[src/rtl/mpic_pkg.sv]
package mpic_pkg;
    localparam int LVL_W     = 4;
    localparam int NLVL      = 16;
    localparam int NSEC      = 16;
    localparam int A_PEND    = 0;
    localparam int A_FORCE   = 1;
    localparam int A_CLEAR   = 2;
    localparam int A_BCAST   = 3;
    localparam int A_SECPEND = 4;
    localparam int A_SECID   = 5;
    localparam int A_MASK0   = 8;
    typedef logic [NLVL-1:0] lvl_vec_t;
endpackage

[src/rtl/mpic_edge_det.sv]
module mpic_edge_det #(
    parameter int W = 32
) (
    input  logic         clk,
    input  logic         rst_n,
    input  logic [W-1:0] din,
    output logic [W-1:0] rise
);
    logic [W-1:0] prev_q;

    always_ff @(posedge clk or negedge rst_n) begin
        if (!rst_n) prev_q <= '0;
        else        prev_q <= din;
    end

    assign rise = din & ~prev_q;
endmodule

[src/rtl/mpic_prio_enc.sv]
module mpic_prio_enc #(
    parameter int W          = 16,
    parameter bit HIGH_FIRST = 1'b1,
    localparam int IW        = $clog2(W)
) (
    input  logic [W-1:0]  vec,
    output logic [IW-1:0] idx,
    output logic          hit
);
    always_comb begin
        idx = '0;
        hit = 1'b0;
        for (int i = 0; i < W; i++) begin
            if (vec[HIGH_FIRST ? i : W-1-i]) begin
                idx = IW'(HIGH_FIRST ? i : W-1-i);
                hit = 1'b1;
            end
        end
    end
endmodule

[src/rtl/mpic_top.sv]
module mpic_top
    import mpic_pkg::*;
#(
    parameter int NCPU      = 4,
    parameter bit SEC_EN    = 1'b1,
    parameter int SEC_LEVEL = 12,
    parameter int AW        = 4
) (
    input  logic                  clk,
    input  logic                  rst_n,
    input  logic [31:0]           irq_in,
    input  logic [AW-1:0]         reg_addr,
    input  logic                  reg_we,
    input  logic [15:0]           reg_wdata,
    output logic [31:0]           reg_rdata,
    input  logic [NCPU-1:0]       ack_valid,
    input  logic [LVL_W*NCPU-1:0] ack_level,
    output logic [LVL_W*NCPU-1:0] cpu_level
);
    localparam lvl_vec_t LVL_MASK = 16'hFFFE;
    localparam lvl_vec_t TOP_LVL  = 16'h8000;

    lvl_vec_t pend_q, bcast_q, sec_q;
    lvl_vec_t mask_q [NCPU];
    lvl_vec_t copy_q [NCPU];
    lvl_vec_t ack_vec [NCPU];
    lvl_vec_t pri_rise, sec_rise, evt, frc_w, clr_w, ack_any, sec_clr;
    logic [31:0] rise_w;
    logic [3:0]  sec_idx;
    logic        sec_hit;

    mpic_edge_det #(.W(32)) u_edge (
        .clk(clk), .rst_n(rst_n), .din(irq_in), .rise(rise_w)
    );

    mpic_prio_enc #(.W(NSEC), .HIGH_FIRST(1'b0)) u_sec_pick (
        .vec(sec_q), .idx(sec_idx), .hit(sec_hit)
    );

    // event collection
    always_comb begin
        pri_rise = rise_w[15:0] & LVL_MASK;
        sec_rise = '0;
        if (SEC_EN) begin
            pri_rise[SEC_LEVEL] = 1'b0;
            sec_rise = rise_w[31:16];
        end
        frc_w = (reg_we && reg_addr == AW'(A_FORCE)) ? (reg_wdata & LVL_MASK) : '0;
        clr_w = (reg_we && reg_addr == AW'(A_CLEAR)) ? (reg_wdata & LVL_MASK) : '0;
        evt = pri_rise | frc_w | ((|sec_rise) ? (lvl_vec_t'(1) << SEC_LEVEL) : '0);
        sec_clr = (reg_we && reg_addr == AW'(A_SECID) && sec_hit)
                  ? (lvl_vec_t'(1) << sec_idx) : '0;
        ack_any = '0;
        for (int c = 0; c < NCPU; c++) ack_any = ack_any | ack_vec[c];
    end

    always_ff @(posedge clk or negedge rst_n) begin
        if (!rst_n) begin
            pend_q  <= '0;
            bcast_q <= '0;
            sec_q   <= '0;
        end else begin
            pend_q <= (pend_q & ~clr_w & ~ack_any) | (evt & ~bcast_q);
            sec_q  <= (sec_q & ~sec_clr) | sec_rise;
            if (reg_we && reg_addr == AW'(A_BCAST)) bcast_q <= reg_wdata & LVL_MASK;
        end
    end

    for (genvar c = 0; c < NCPU; c++) begin : g_cpu
        logic [LVL_W-1:0] ack_l, lvl_idx;
        logic             lvl_hit;
        lvl_vec_t         eligible;

        assign ack_l      = ack_level[LVL_W*c +: LVL_W];
        assign ack_vec[c] = (ack_valid[c] && ack_l != '0) ? (lvl_vec_t'(1) << ack_l) : '0;
        assign eligible   = (pend_q | copy_q[c]) & (mask_q[c] | TOP_LVL);

        always_ff @(posedge clk or negedge rst_n) begin
            if (!rst_n) begin
                copy_q[c] <= '0;
                mask_q[c] <= '0;
            end else begin
                copy_q[c] <= (copy_q[c] & ~clr_w & ~ack_vec[c]) | (evt & bcast_q);
                if (reg_we && reg_addr == AW'(A_MASK0 + c)) mask_q[c] <= reg_wdata & LVL_MASK;
            end
        end

        mpic_prio_enc #(.W(NLVL), .HIGH_FIRST(1'b1)) u_pick (
            .vec(eligible), .idx(lvl_idx), .hit(lvl_hit)
        );
        assign cpu_level[LVL_W*c +: LVL_W] = lvl_hit ? lvl_idx : '0;

        // level 15 reaches the processor regardless of its mask
        a_r4_top_unmasked: assert property (@(posedge clk) disable iff (!rst_n)
            pend_q[15] |-> cpu_level[LVL_W*c +: LVL_W] == 4'd15);
        // a presented level is pending and enabled for this processor
        a_r3_level_enabled: assert property (@(posedge clk) disable iff (!rst_n)
            cpu_level[LVL_W*c +: LVL_W] != '0 |->
                eligible[cpu_level[LVL_W*c +: LVL_W]]);

        for (genvar l = 1; l < NLVL; l++) begin : g_lvl
            // acknowledge without a new event retires the level for this processor
            a_r7_ack_clears: assert property (@(posedge clk) disable iff (!rst_n)
                (ack_valid[c] && ack_l == LVL_W'(l) && !evt[l]) |=>
                    (!pend_q[l] && !copy_q[c][l]));
            // a broadcast event lands in every copy, winning over clears
            a_r8_bcast_copy: assert property (@(posedge clk) disable iff (!rst_n)
                (evt[l] && bcast_q[l]) |=> copy_q[c][l]);
        end
    end

    for (genvar l = 1; l < NLVL; l++) begin : g_shared
        // a shared event wins over a same-cycle clear or acknowledge
        a_r10_event_wins: assert property (@(posedge clk) disable iff (!rst_n)
            (evt[l] && !bcast_q[l]) |=> pend_q[l]);
    end

    // the identified secondary source is the lowest pending one
    a_r6_lowest_sec: assert property (@(posedge clk) disable iff (!rst_n)
        sec_hit |-> (sec_q[sec_idx] && ((sec_q & ((lvl_vec_t'(1) << sec_idx) - 1'b1)) == '0)));

    // register read port
    always_comb begin
        reg_rdata = '0;
        case (reg_addr)
            AW'(A_PEND):    reg_rdata = {16'h0, pend_q};
            AW'(A_BCAST):   reg_rdata = {16'h0, bcast_q};
            AW'(A_SECPEND): reg_rdata = {sec_q, 16'h0};
            AW'(A_SECID):   reg_rdata = sec_hit ? {27'h0, 1'b1, sec_idx} : 32'h0;
            default:        reg_rdata = '0;
        endcase
        for (int c = 0; c < NCPU; c++)
            if (reg_addr == AW'(A_MASK0 + c)) reg_rdata = {16'h0, mask_q[c]};
    end
endmodule

[config.mk]
export PLATFORM = sky130hd
export DESIGN_NAME = mpic_top
export DESIGN_NICKNAME = d
export VERILOG_FILES = /design/src/rtl/mpic_pkg.sv /design/src/rtl/mpic_edge_det.sv /design/src/rtl/mpic_prio_enc.sv /design/src/rtl/mpic_top.sv
export SDC_FILE = /design/constraint.sdc
export NUM_CORES = 1
export LEC_CHECK = 0
export BUFFER_PORTS_ARGS = -buffer_cell sky130_fd_sc_hd__buf_2
export CAP_MARGIN = 20
export CORE_ASPECT_RATIO = 1.75
export CORE_MARGIN = 4
export CORE_UTILIZATION = 53
export DETAILED_ROUTE_END_ITERATION = 12
export GPL_TIMING_DRIVEN = 0
export HOLD_SLACK_MARGIN = 0.02
export PLACE_DENSITY_LB_ADDON = 0.1
export SLEW_MARGIN = 20
export SYNTH_ARGS = -nofsm -noshare
export SYNTH_HDL_FRONTEND = slang
export SYNTH_HIERARCHICAL = 1
export SYNTH_SLANG_ARGS = --single-unit
[constraint.sdc]
create_clock -name clk -period 1.9 [get_ports clk]
set_clock_uncertainty 0.2 [all_clocks]
set_input_delay 0.095 -clock clk [delete_from_list [all_inputs] [get_ports clk]]
set_output_delay 0.095 -clock clk [all_outputs]
set_load 0.005 [all_outputs]
==> reports/results.md <==
### Layout
• **final net count** 1329
• **Post-Route Utilization** 0.712
• **growth of design area from synthesis to finish** 32.6%
• **Inserted Diodes** 0
• **layout cells sized above 1** 0.415
• **final instance count without filler cells** 1512

### Pwr
• **Max rail drop VDD** 0.743 mV
• **Total Power** 13.9 mW
• **leakage power** 5.97 nW
• **power per standard cell area** 986 nW/um^2

### Clock network
• **clock tree sinks** 197
• **CTS root buf** clkbuf_16
• **Post-CTS Hold Fix Bufs** 70
• **clock tree from TritonCTS** yes
• **maximum level of the CTS H-tree** 4
• **clk slew on worst S/H paths** 0.07 ns
• **clock insertion delay at the later pin of the skew report** 0.45 ns
• **number of buffers on the longest clock path** 2
• **cts bufs inserted** 17

### Setup path
• **largest fanout on the critical path** 4
• **worst setup path category** flop to primary output
• **crit end category** primary output
• **slack of the worst reg-to-reg path** -0.52 ns
• **startpoint type of the worst setup path** flop
• **required time worst endpoint** 1.60 ns
• **data arrival time of the critical path** 2.29 ns

### Die
• **placeable core area** 19700 um^2
• **Die Height** 195 um
• **cell row count** 68
• **initial cell density of the core** 0.537
• **Horiz. Die Dim** 115 um
• **Die Area** 22400 um^2
• **number of ports placed on the die boundary** 123

### Route
• **per-cell via count in the routed design** 6.38
• **violation count after the first detailed-routing iteration** 688
• **detailed route wirelength on metal2** 19100 um
• **1st-pass router iterations** 7
• **met3 routed WL** 2430 um
• **uppermost signal routing layer after detailed routing** met4
• **routed via count** 9649
• **detailed-route DRC error count** 0
• **DRT Wirelength** 38600 um
• **Routed WL per cell** 25.5 um
• **ANT nets after route** 0
• **met1 wire length** 13600 um

### Timing
• **Final Setup Violations** 40
• **Worst Max-Slew Pin Slew** 0.791 ns
• **Final WS setup** -0.683 ns
• **worst max-slew margin expressed relative to the limit** 0.471
• **final hold viol count** 5
• **Worst Hold Margin** -0.0474 ns
• **max-slew violation total from the final report** 0
• **final worst path period share** 1.36
• **FMAX** 387 MHz
• **setup repair after global routing missed its margin** true
• **Final Critical Period** 2.58 ns
• **final total negative setup slack** -16.74 ns

### Placement
• **weighted congestion at the end of routability-driven global placement** 1.01
• **worst setup timing slack at the placement stage** -0.564 ns
• **HPWL after DPL** 27500 um
• **count of input and output buffers** 115
• **number of cells in the design after placement** 1362

### Synth
• **summed instance area of the synthesized netlist** 10600 um^2
• **Mapped Avg Cell Area** 10.6 um^2
• **Synthesis Warnings** 6
• **number of instances in the synthesized netlist** 997

### Global route
• **number of global-route vias before repair** 9661
• **maximum number of pins on one net before global-route repair** 98
• **total gr overflow** 0
• **total routing usage reported by global routing** 0.344
• **global-route wire length before repair** 56900 um
• **number of antenna violations at the first check in global routing** 0

### Run status
• **failing checks** negative hold slack, negative setup slack
• **status** finished, violations left

### Min path
• **worst min path class** input port to flop

### Run
• **Max Cap Violations** 0

==> worst paths after layout <==
check	end	startpoint	depth (start not counted)
setup reg to reg	sec_q[15]$_DFF_PN0_	sec_q[0]$_DFF_PN0_	8
max in group asynchronous	sec_q[8]$_DFF_PN0_	rst_n	3
hold reg to reg	pend_q[0]$_DFF_PN0_	pend_q[0]$_DFF_PN0_	1
hold / removal	mask_q[50]$_DFFE_PN0P_	reg_addr[1]	3
min in group asynchronous	copy_q[33]$_DFF_PN0_	rst_n	3
setup / recovery	reg_rdata[0]	sec_q[10]$_DFF_PN0_	8
==> layout by cell type, fill, tap and decap left out, types with 10 or more instances in the layout <==
cell type	instances
dfrtp_1	181
buf_2	112
nand2_1	85
dlygate4sd3_1	70
mux2_2	65
nor2_1	58
a31o_2	51
buf_4	47
nor2b_4	34
nand4_1	30
nor2b_1	27
nand3_1	27
o21a_1	27
a21o_1	23
buf_6	22
o22ai_1	22
and3_1	21
a31oi_1	17
clkbuf_16	17
o21a_4	16
nor4_4	16
dfrtp_2	16
nand2b_1	14
inv_1	12
and2_1	11
a21oi_1	11
and2_4	10
o21ai_0	10
mux2_4	10
==> stage by stage <==
stage	cell area, um^2	hold slack (ns)
after floorplan	10600	-0.401
after global placement	11500	0.0165
after detailed placement	11600	-0.263
after CTS	13700	-0.0584
after global routing	14100	-0.0395
final	14100	-0.0474
==> layer usage <==
metal	up-vias	GRT usage
met5	-	0
met3	168	0.0614
met1	4745	0.384
li1	4231	-
met2	505	0.581
met4	0	0.243
==> power by group <==
group / switching [mW] / total [mW] / internal (mW)
sequential: 0.845 / 5.95 / 5.10
combinational: 1.96 / 4.11 / 2.15
clock: 1.68 / 3.80 / 2.12
total: 4.48 / 13.9 / 9.37
==> registers in the layout, summed over array words and instances, names as in the netlist <==
signal         flops
mask_q            60
pend_q            16
bcast_q           15
sec_q             16
copy_q            60
u_edge/prev_q     30
==> worst max-delay path: stages (launching register included) <==
cell	delay, ns
dfrtp_2	0.44
nor4_4	0.29
and3_4	0.24
nand4_1	0.12
nand3b_1	0.19
nor2_4	0.07
buf_6	0.15
a32o_1	0.21
buf_2	0.13
==> timing repair <==
item,4_1_cts,5_1_grt
gates resized for setup,135,51
endpoints found under the setup margin,64,57
setup buffers,30,20
pin swaps,72,50
hold endpoints to repair,393,5
==> area by class of cell <==
| cell class | instances | area, um^2 |
|---|---|---|
| timing repair buffer | 235 | 1800 |
| clock buffer | 18 | 439 |
| sequential | 197 | 4950 |
| clock inverter | 14 | 175 |
| tap | 245 | 307 |
| buffer | 35 | 236 |
| multi-input combinational | 756 | 6100 |
| inverter | 12 | 45.0 |
| fill | 1491 | 5690 |
Note: power is estimated with default switching activity, not from simulation.
